## src/rtl/lma_pkg.sv

```systemverilog
// Package: shared constants and helpers for the legacy memory attribute router.
// Assumes one byte per attribute register and two 4-bit fields per byte.
package lma_pkg;
    localparam int BYTE_W   = 8;
    localparam int FIELD_W  = 4;
    localparam int RD_BIT   = 0;   // read-enable position inside a field
    localparam int WR_BIT   = 1;   // write-enable position inside a field

    // Storable bits of a register: the first register keeps only its high field.
    function automatic logic [BYTE_W-1:0] keep_mask(input int idx);
        return (idx == 0) ? 8'h30 : 8'h33;
    endfunction
endpackage

```

## src/rtl/lma_cfg_regs.sv

```systemverilog
// Module: attribute register file. Holds NUM_REGS bytes at consecutive
// offsets from CFG_BASE, masks reserved bits on write, returns zero for
// unmapped offsets. Assumes synchronous active-low reset.
module lma_cfg_regs
    import lma_pkg::*;
#(
    parameter int                NUM_REGS = 7,
    parameter int                CFG_AW   = 8,
    parameter logic [CFG_AW-1:0] CFG_BASE = 8'h59
) (
    input  logic                         clk,
    input  logic                         rst_n,
    input  logic                         cfg_we,
    input  logic [CFG_AW-1:0]            cfg_addr,
    input  logic [BYTE_W-1:0]            cfg_wdata,
    output logic [BYTE_W-1:0]            cfg_rdata,
    output logic [NUM_REGS*BYTE_W-1:0]   regs_flat
);
    logic [BYTE_W-1:0] regs_q [NUM_REGS];
    logic [NUM_REGS-1:0] sel;

    for (genvar k = 0; k < NUM_REGS; k++) begin : g_reg
        localparam logic [BYTE_W-1:0] MASK = keep_mask(k);
        localparam logic [CFG_AW-1:0] OFF  = CFG_BASE + CFG_AW'(k);

        assign sel[k] = (cfg_addr == OFF);

        // Purpose: load masked write data into register k, clear on reset.
        always_ff @(posedge clk) begin
            if (!rst_n)
                regs_q[k] <= '0;
            else if (cfg_we && sel[k])
                regs_q[k] <= cfg_wdata & MASK;
        end

        assign regs_flat[k*BYTE_W +: BYTE_W] = regs_q[k];

        // a matched write lands, masked, at the next edge (R3 masking)
        a_r2_write_lands: assert property (@(posedge clk) disable iff (!rst_n)
            (cfg_we && sel[k]) |=> (regs_q[k] == ($past(cfg_wdata) & MASK)));

        // without a matched write the register holds its value
        a_r4_hold: assert property (@(posedge clk) disable iff (!rst_n)
            !(cfg_we && sel[k]) |=> $stable(regs_q[k]));
    end

    // Purpose: combinational read of the selected register, zero when unmapped.
    always_comb begin
        cfg_rdata = '0;
        for (int k = 0; k < NUM_REGS; k++)
            if (sel[k]) cfg_rdata = regs_q[k];
    end

    // Offsets are distinct, so at most one register is selected.
    a_r2_one_select: assert property (@(posedge clk) disable iff (!rst_n)
        $onehot0(sel));
endmodule

```

## src/rtl/lma_seg_decode.sv

```systemverilog
// Module: segment decoder. Turns an address into a one-hot segment vector.
// Segments 0..NUM_SMALL-1 are consecutive small regions from LOW_BASE,
// and the last segment is the single large region at TOP_BASE. Assumes
// the ranges do not overlap.
module lma_seg_decode #(
    parameter int                ADDR_W      = 32,
    parameter int                NUM_SMALL   = 12,
    parameter logic [ADDR_W-1:0] LOW_BASE    = 'hC0000,
    parameter int                SMALL_SHIFT = 14,
    parameter logic [ADDR_W-1:0] TOP_BASE    = 'hF0000,
    parameter int                TOP_SHIFT   = 16,
    localparam int               NUM_SEGS    = NUM_SMALL + 1
) (
    input  logic [ADDR_W-1:0]   addr,
    output logic [NUM_SEGS-1:0] seg_hit
);
    localparam int EW = ADDR_W + 1;
    logic [EW-1:0] addr_x;
    assign addr_x = {1'b0, addr};

    for (genvar s = 0; s < NUM_SMALL; s++) begin : g_small
        localparam logic [EW-1:0] LO = EW'(LOW_BASE) + (EW'(s) << SMALL_SHIFT);
        localparam logic [EW-1:0] HI = LO + (EW'(1) << SMALL_SHIFT);
        assign seg_hit[s] = (addr_x >= LO) && (addr_x < HI);
    end

    localparam logic [EW-1:0] TOP_LO = EW'(TOP_BASE);
    localparam logic [EW-1:0] TOP_HI = TOP_LO + (EW'(1) << TOP_SHIFT);
    assign seg_hit[NUM_SEGS-1] = (addr_x >= TOP_LO) && (addr_x < TOP_HI);
endmodule

```

## src/rtl/lma_attr_select.sv

```systemverilog
// Module: attribute selector. Picks the read and write enables of the hit
// segment out of the register bytes. Small segment s uses register 1+s/2,
// field s%2; the large top segment uses register 0, high field.
module lma_attr_select
    import lma_pkg::*;
#(
    parameter int  NUM_REGS = 7,
    localparam int NUM_SEGS = 2 * (NUM_REGS - 1) + 1
) (
    input  logic [NUM_REGS*BYTE_W-1:0] regs_flat,
    input  logic [NUM_SEGS-1:0]        seg_hit,
    output logic                       seg_any,
    output logic                       rd_en,
    output logic                       wr_en
);
    logic [NUM_SEGS-1:0] rd_vec;
    logic [NUM_SEGS-1:0] wr_vec;
    logic unused_bits;

    for (genvar s = 0; s < NUM_SEGS; s++) begin : g_seg
        localparam int REG = (s == NUM_SEGS - 1) ? 0 : 1 + s / 2;
        localparam int NIB = (s == NUM_SEGS - 1) ? 1 : s % 2;
        localparam int POS = REG * BYTE_W + NIB * FIELD_W;
        assign rd_vec[s] = seg_hit[s] & regs_flat[POS + RD_BIT];
        assign wr_vec[s] = seg_hit[s] & regs_flat[POS + WR_BIT];
    end

    assign seg_any     = |seg_hit;
    assign rd_en       = |rd_vec;
    assign wr_en       = |wr_vec;
    assign unused_bits = ^regs_flat;
endmodule

```

## src/rtl/legacy_attr_router.sv

```systemverilog
// Module: legacy memory attribute router (top). Routes accesses in the
// 640 KB..1 MB window to memory or PCI from per-segment read and write
// enables. Decode is combinational and sees register writes from the next
// cycle on. Assumes synchronous active-low reset.
module legacy_attr_router
    import lma_pkg::*;
#(
    parameter int                ADDR_W      = 32,
    parameter int                CFG_AW      = 8,
    parameter int                NUM_REGS    = 7,
    parameter logic [CFG_AW-1:0] CFG_BASE    = 8'h59,
    parameter logic [ADDR_W-1:0] LOW_BASE    = 'hC0000,
    parameter int                SMALL_SHIFT = 14,
    parameter logic [ADDR_W-1:0] TOP_BASE    = 'hF0000,
    parameter int                TOP_SHIFT   = 16
) (
    input  logic              clk,
    input  logic              rst_n,
    input  logic              cfg_we,
    input  logic [CFG_AW-1:0] cfg_addr,
    input  logic [7:0]        cfg_wdata,
    output logic [7:0]        cfg_rdata,
    input  logic [ADDR_W-1:0] acc_addr,
    input  logic              acc_write,
    input  logic              acc_from_pci,
    output logic              mem_claim,
    output logic              host_to_pci,
    output logic              pci_target
);
    localparam int NUM_SMALL = 2 * (NUM_REGS - 1);
    localparam int NUM_SEGS  = NUM_SMALL + 1;

    logic [NUM_REGS*BYTE_W-1:0] regs_flat;
    logic [NUM_SEGS-1:0]        seg_hit;
    logic                       seg_any, rd_en, wr_en, dir_en;

    lma_cfg_regs #(
        .NUM_REGS (NUM_REGS),
        .CFG_AW   (CFG_AW),
        .CFG_BASE (CFG_BASE)
    ) u_regs (
        .clk       (clk),
        .rst_n     (rst_n),
        .cfg_we    (cfg_we),
        .cfg_addr  (cfg_addr),
        .cfg_wdata (cfg_wdata),
        .cfg_rdata (cfg_rdata),
        .regs_flat (regs_flat)
    );

    lma_seg_decode #(
        .ADDR_W      (ADDR_W),
        .NUM_SMALL   (NUM_SMALL),
        .LOW_BASE    (LOW_BASE),
        .SMALL_SHIFT (SMALL_SHIFT),
        .TOP_BASE    (TOP_BASE),
        .TOP_SHIFT   (TOP_SHIFT)
    ) u_dec (
        .addr    (acc_addr),
        .seg_hit (seg_hit)
    );

    lma_attr_select #(
        .NUM_REGS (NUM_REGS)
    ) u_sel (
        .regs_flat (regs_flat),
        .seg_hit   (seg_hit),
        .seg_any   (seg_any),
        .rd_en     (rd_en),
        .wr_en     (wr_en)
    );

    // Purpose: pick the enable for the access direction and form the decisions.
    always_comb begin
        dir_en      = acc_write ? wr_en : rd_en;
        mem_claim   = dir_en;
        host_to_pci = !acc_from_pci && seg_any && !dir_en;
        pci_target  = acc_from_pci && dir_en;
    end

    // the decoder never reports two segments at once
    a_r5_one_segment: assert property (@(posedge clk) disable iff (!rst_n)
        $onehot0(seg_hit));
    // no decision is produced outside a controlled segment
    a_r9_quiet_outside: assert property (@(posedge clk) disable iff (!rst_n)
        !seg_any |-> !(mem_claim || host_to_pci || pci_target));
    // memory and PCI forwarding never both take one access
    a_r6_exclusive: assert property (@(posedge clk) disable iff (!rst_n)
        !(mem_claim && host_to_pci));
    // a target response only for a PCI access that memory claims
    a_r8_target_pci: assert property (@(posedge clk) disable iff (!rst_n)
        pci_target |-> (acc_from_pci && mem_claim));
endmodule

```

## config.mk

```make
export PLATFORM = sky130hd
export DESIGN_NAME = legacy_attr_router
export DESIGN_NICKNAME = d
export VERILOG_FILES = /design/src/rtl/lma_pkg.sv /design/src/rtl/lma_cfg_regs.sv /design/src/rtl/lma_seg_decode.sv /design/src/rtl/lma_attr_select.sv /design/src/rtl/legacy_attr_router.sv
export SDC_FILE = /design/constraint.sdc
export NUM_CORES = 1
export LEC_CHECK = 0
export ABC_AREA = 1
export BUFFER_PORTS_ARGS = -buffer_cell sky130_fd_sc_hd__buf_2
export CAP_MARGIN = 20
export CORE_MARGIN = 3
export CORE_UTILIZATION = 46
export CTS_CLUSTER_SIZE = 8
export DETAILED_ROUTE_END_ITERATION = 12
export PLACE_DENSITY = 0.87
export SETUP_SLACK_MARGIN = 0.15
export SLEW_MARGIN = 10
export SYNTH_ARGS = -nofsm -noshare
export SYNTH_HDL_FRONTEND = slang
export SYNTH_SLANG_ARGS = --single-unit
```

## constraint.sdc

```tcl
create_clock -name clk -period 1.55 [get_ports clk]
set_input_delay 0.0775 -clock clk [delete_from_list [all_inputs] [get_ports clk]]
set_output_delay 0.0775 -clock clk [all_outputs]
set_load 0.005 [all_outputs]
```

==> metrics list <==
- Total Nets Final: 403
- Sink Count: 26
* Antenna viol nets, final: 0
- Power share of the combinational group: 0.153
* Syn_area_per_cell: 7.065 sq um
- Of all cell types, the one taking the most synthesized area is sky130_fd_sc_hd__edfxtp_1.
* Largest registers: u_regs.regs_q x26
- Total setup violations reported at the end of the flow: 3
* Wire length per cell: 14.23 um
- The number of pins with negative max-slew slack in the final report is 0.
- CTS buffer count: 3
- Layout-stage area growth over the synthesis result: 36.98%
- From left edge to right edge, the die measures 71.93 um.
* Longest Clk Path Bufs: 2
- The share of total power dissipated in sequential elements is 0.508.
- Setup repair after global routing could not meet its margin everywhere.
- After layout, the worst setup slack is -0.03983 ns.
* Combinational family with the most area after synthesis: simple AND/OR/NAND/NOR gates
- The initial antenna violation count came to 0.
* CTS clock-pin slew for the worst setup and hold paths: 0.09 ns
- The number of global-route vias before repair was 2,017.
- Fraction of the mapped netlist area in compound gates: 0.03817
- In this run the cell area of the synthesized design comes to 0.001999 sq mm.
- Detailed-placement wirelength estimate: 4.094 mm
- Library cell used as clock root buffer: sky130_fd_sc_hd__clkbuf_8
- TritonCTS built the clock tree.
* Synthesis-stage register bit count: 26
* Aggregate global routing overflow: 0
- Detailed-route vias per instance: 5.476
* DP Cell Count: 384
* Final-layout fill cell count: 321
- Setup tns final: -0.07283 ns
- FP Rows: 23
- In this run the power spent charging and discharging nets is 393.6 uW.
- Final Hold Slack: 0.2159 ns
- Fraction of the mapped netlist area in adder cells: 0
- The final hold violation count is 0.
- Post-layout min period: 1.590 ns
- Hold buffer count at cts: 0
* First-pass GRT wire length: 8.528 mm
- The analysis attributes to cell leakage a power of 0.001213 uW.
- Metal1 wirelength: 2.158 mm
- In the global route stage, overall resource usage came out at 0.2086.
- Via Count: 2,185
* Int Pwr: 1251 uW
* Critical path peak fanout: 5
- Gpl congestion: 0.9124
- Post-route DRC violation count: 0
- Proportion of total power due to net switching: 0.2393
- Of the post-synthesis cell area, the dominant cell type holds 0.3905.
* Highest attainable clock frequency: 629.0 MHz
- The highest metal layer carrying signal wires in the routed design is met4.
- H-tree levels: 1
* Share of final-layout standard cells stronger than drive strength 1: 0.4183
* Crit path required time: 1.47 ns
- After detailed placement, the total cell area comes to 0.002335 sq mm.
* Final worst path period share: 1.026
- Number of distinct library cells after synthesis: 27
- Synthesis handed over a netlist of 283 instances.
- Number of iterations in the first detailed-routing pass: 4
- Initial standard-cell utilization of the core: 0.4893
* Max IR drop VDD: 0.6545 mV
- Register with the most flip-flops: u_regs.regs_q
* Power Dens Cells: 600.5 mW/mm^2
- The min-delay analysis places its worst path in the category in -> reg.
- Die area: 0.005174 sq mm
- The final reports fail on setup timing.
- The register with the most flip-flops in the layout has 26 of them.
- Run status: finished, violations left
- Hold_sp: cfg_wdata[1]
- Number of violations of the max-capacitance limit: 0
* Maximum number of pins on one net before global-route repair: 16
* Layout Cell Area excl Fill: 0.002739 sq mm
- The floorplan step set the die height to 71.93 um.
- Signal arrival time at the worst endpoint: 1.51 ns
* Total length of routed met2 wires: 2.938 mm
* Core footprint: 0.004086 sq mm
- Sort of element at the start of the critical path: input pin
- Number of I/O pins: 64
- Leading cell types by total area after synthesis: sky130_fd_sc_hd__edfxtp_1, sky130_fd_sc_hd__nand2_1, sky130_fd_sc_hd__nor2_1
* PortBufs: 41
* Category of the critical setup timing path: in -> out
* Routed wire length on met3: 387 um
- The worst setup path is captured at an output pin.
- 0 antenna diodes ended up in the layout.
- Of the total synthesized cell area, the portion taken by AND, OR, NAND and NOR gates is 0.4787.
- Violation count after the first detailed-routing iteration: 184
- The portion of synthesized area spent on multiplexers is 0.
- Summing all multi-input logic gate instances after layout gives 0.001254 sq mm.
- The share of total power dissipated in the clock network is 0.340.
* Post-route insts no fill: 399
- XOR/XNOR Fraction of Synth Area: 0
* Flip-flop and latch area: 780.7 sq um
- Once layout is complete, the utilization of the core stands at 0.6702.
* Portion of the post-synthesis area used by sequential elements: 0.3905
* Crit path launch: acc_addr[21]
* Number of warnings printed during yosys synthesis: 0
- After detailed routing, the total wire length is 5.677 mm.
-- worst paths after layout --
kind	to	slack, ns	depth (start not counted)
min	u_regs.regs_q[0][9]	0.22	3
max	pci_target	-0.04	14
-- placed cells by master, fill, tap and decap left out, types with 2 or more instances in the layout --
cell,Yosys,routed
sky130_fd_sc_hd__a21oi_2,1,2
sky130_fd_sc_hd__buf_2,0,33
sky130_fd_sc_hd__buf_4,4,22
sky130_fd_sc_hd__buf_6,1,8
sky130_fd_sc_hd__clkbuf_4,0,2
sky130_fd_sc_hd__clkbuf_8,0,3
sky130_fd_sc_hd__conb_1,1,4
sky130_fd_sc_hd__edfxtp_1,26,26
sky130_fd_sc_hd__inv_1,28,22
sky130_fd_sc_hd__inv_2,6,11
sky130_fd_sc_hd__nand2_1,69,65
sky130_fd_sc_hd__nand2_2,7,8
sky130_fd_sc_hd__nand2_4,1,4
sky130_fd_sc_hd__nand3_1,26,22
sky130_fd_sc_hd__nand3_2,2,6
sky130_fd_sc_hd__nand4_1,19,19
sky130_fd_sc_hd__nor2_1,56,38
sky130_fd_sc_hd__nor2_2,11,18
sky130_fd_sc_hd__nor2_4,5,17
sky130_fd_sc_hd__nor4_2,0,2
sky130_fd_sc_hd__o21ai_0,7,4
sky130_fd_sc_hd__o21ai_1,0,2
-- final cells by class --
type / count / share of cell area
clock inverter: 1 / 0.01096
clock buffer: 3 / 0.01508
sequential: 26 / 0.2851
timing repair buffer: 65 / 0.1590
tap: 50 / 0.02284
inverter: 35 / 0.04934
multi-input combinational: 219 / 0.4577
-- cells in the mapped netlist --
cell	count
sky130_fd_sc_hd__nand2_1	69
sky130_fd_sc_hd__nor2_1	56
sky130_fd_sc_hd__inv_1	28
sky130_fd_sc_hd__edfxtp_1	26
sky130_fd_sc_hd__nand3_1	26
sky130_fd_sc_hd__nand4_1	19
sky130_fd_sc_hd__nor2_2	11
sky130_fd_sc_hd__nand2_2	7
sky130_fd_sc_hd__o21ai_0	7
sky130_fd_sc_hd__inv_2	6
sky130_fd_sc_hd__nor2_4	5
sky130_fd_sc_hd__buf_4	4
sky130_fd_sc_hd__nor4_1	3
sky130_fd_sc_hd__clkbuf_1	2
sky130_fd_sc_hd__nand3_2	2
sky130_fd_sc_hd__a21oi_1	1
sky130_fd_sc_hd__a21oi_2	1
sky130_fd_sc_hd__a221oi_1	1
sky130_fd_sc_hd__a32o_1	1
sky130_fd_sc_hd__and2_4	1
sky130_fd_sc_hd__buf_6	1
sky130_fd_sc_hd__clkinv_2	1
sky130_fd_sc_hd__conb_1	1
sky130_fd_sc_hd__nand2_4	1
sky130_fd_sc_hd__nor3_1	1
sky130_fd_sc_hd__o2111ai_1	1
sky130_fd_sc_hd__or2_2	1
-- routing by layer --
layer / track usage / up-vias
met5: 0 / -
met4: 0.1002 / 0
met3: 0.02216 / 19
met2: 0.3776 / 110
met1: 0.2458 / 995
li1: - / 1061
-- logic make-up after synthesis --
| kind of cell | after synthesis |
|---|---|
| compound gates | 12 |
| simple gates | 202 |
| flops | 26 |
| buf+inv | 42 |
| other cells | 1 |
-- power groups by stage --
| stage | registers (uW) | logic [uW] | clock network [uW] |
|---|---|---|---|
| after detailed placement | 848 | 185 | 0 |
| after global placement | 846 | 180 | 0 |
| after floorplan | 836 | 106 | 0 |
| after CTS | 832 | 207 | 561 |
| after global routing | 838 | 271 | 589 |
| final | 835 | 251 | 559 |
-- stage by stage --
stage	setup slack, ns	total power [uW]
after floorplan	0.1636	941.3
after global placement	0.006218	1026
after detailed placement	-0.07615	1033
after CTS	-0.0008009	1601
after global routing	-0.1645	1698
final	-0.03983	1645
-- repair_timing --
item                                    4_1_cts  5_1_grt
gates resized for setup                      22       47
buffers inserted                              4        6
endpoints found under the setup margin        7        7
cloned                                        1        0
pin swaps                                    11       33
-- critical path: stages --
cell	delay (ns)
sky130_fd_sc_hd__buf_2	0.11
sky130_fd_sc_hd__nor2_4	0.14
sky130_fd_sc_hd__nand2_2	0.09
sky130_fd_sc_hd__nor2_4	0.14
sky130_fd_sc_hd__buf_4	0.14
sky130_fd_sc_hd__nand4_1	0.12
sky130_fd_sc_hd__nor2_2	0.17
sky130_fd_sc_hd__nand2_1	0.07
sky130_fd_sc_hd__nand2_1	0.08
sky130_fd_sc_hd__nor2_2	0.04
sky130_fd_sc_hd__nand3_2	0.08
sky130_fd_sc_hd__nand2_2	0.07
sky130_fd_sc_hd__nor2_2	0.07
sky130_fd_sc_hd__buf_2	0.11
Note: power is estimated with default switching activity, not from simulation.
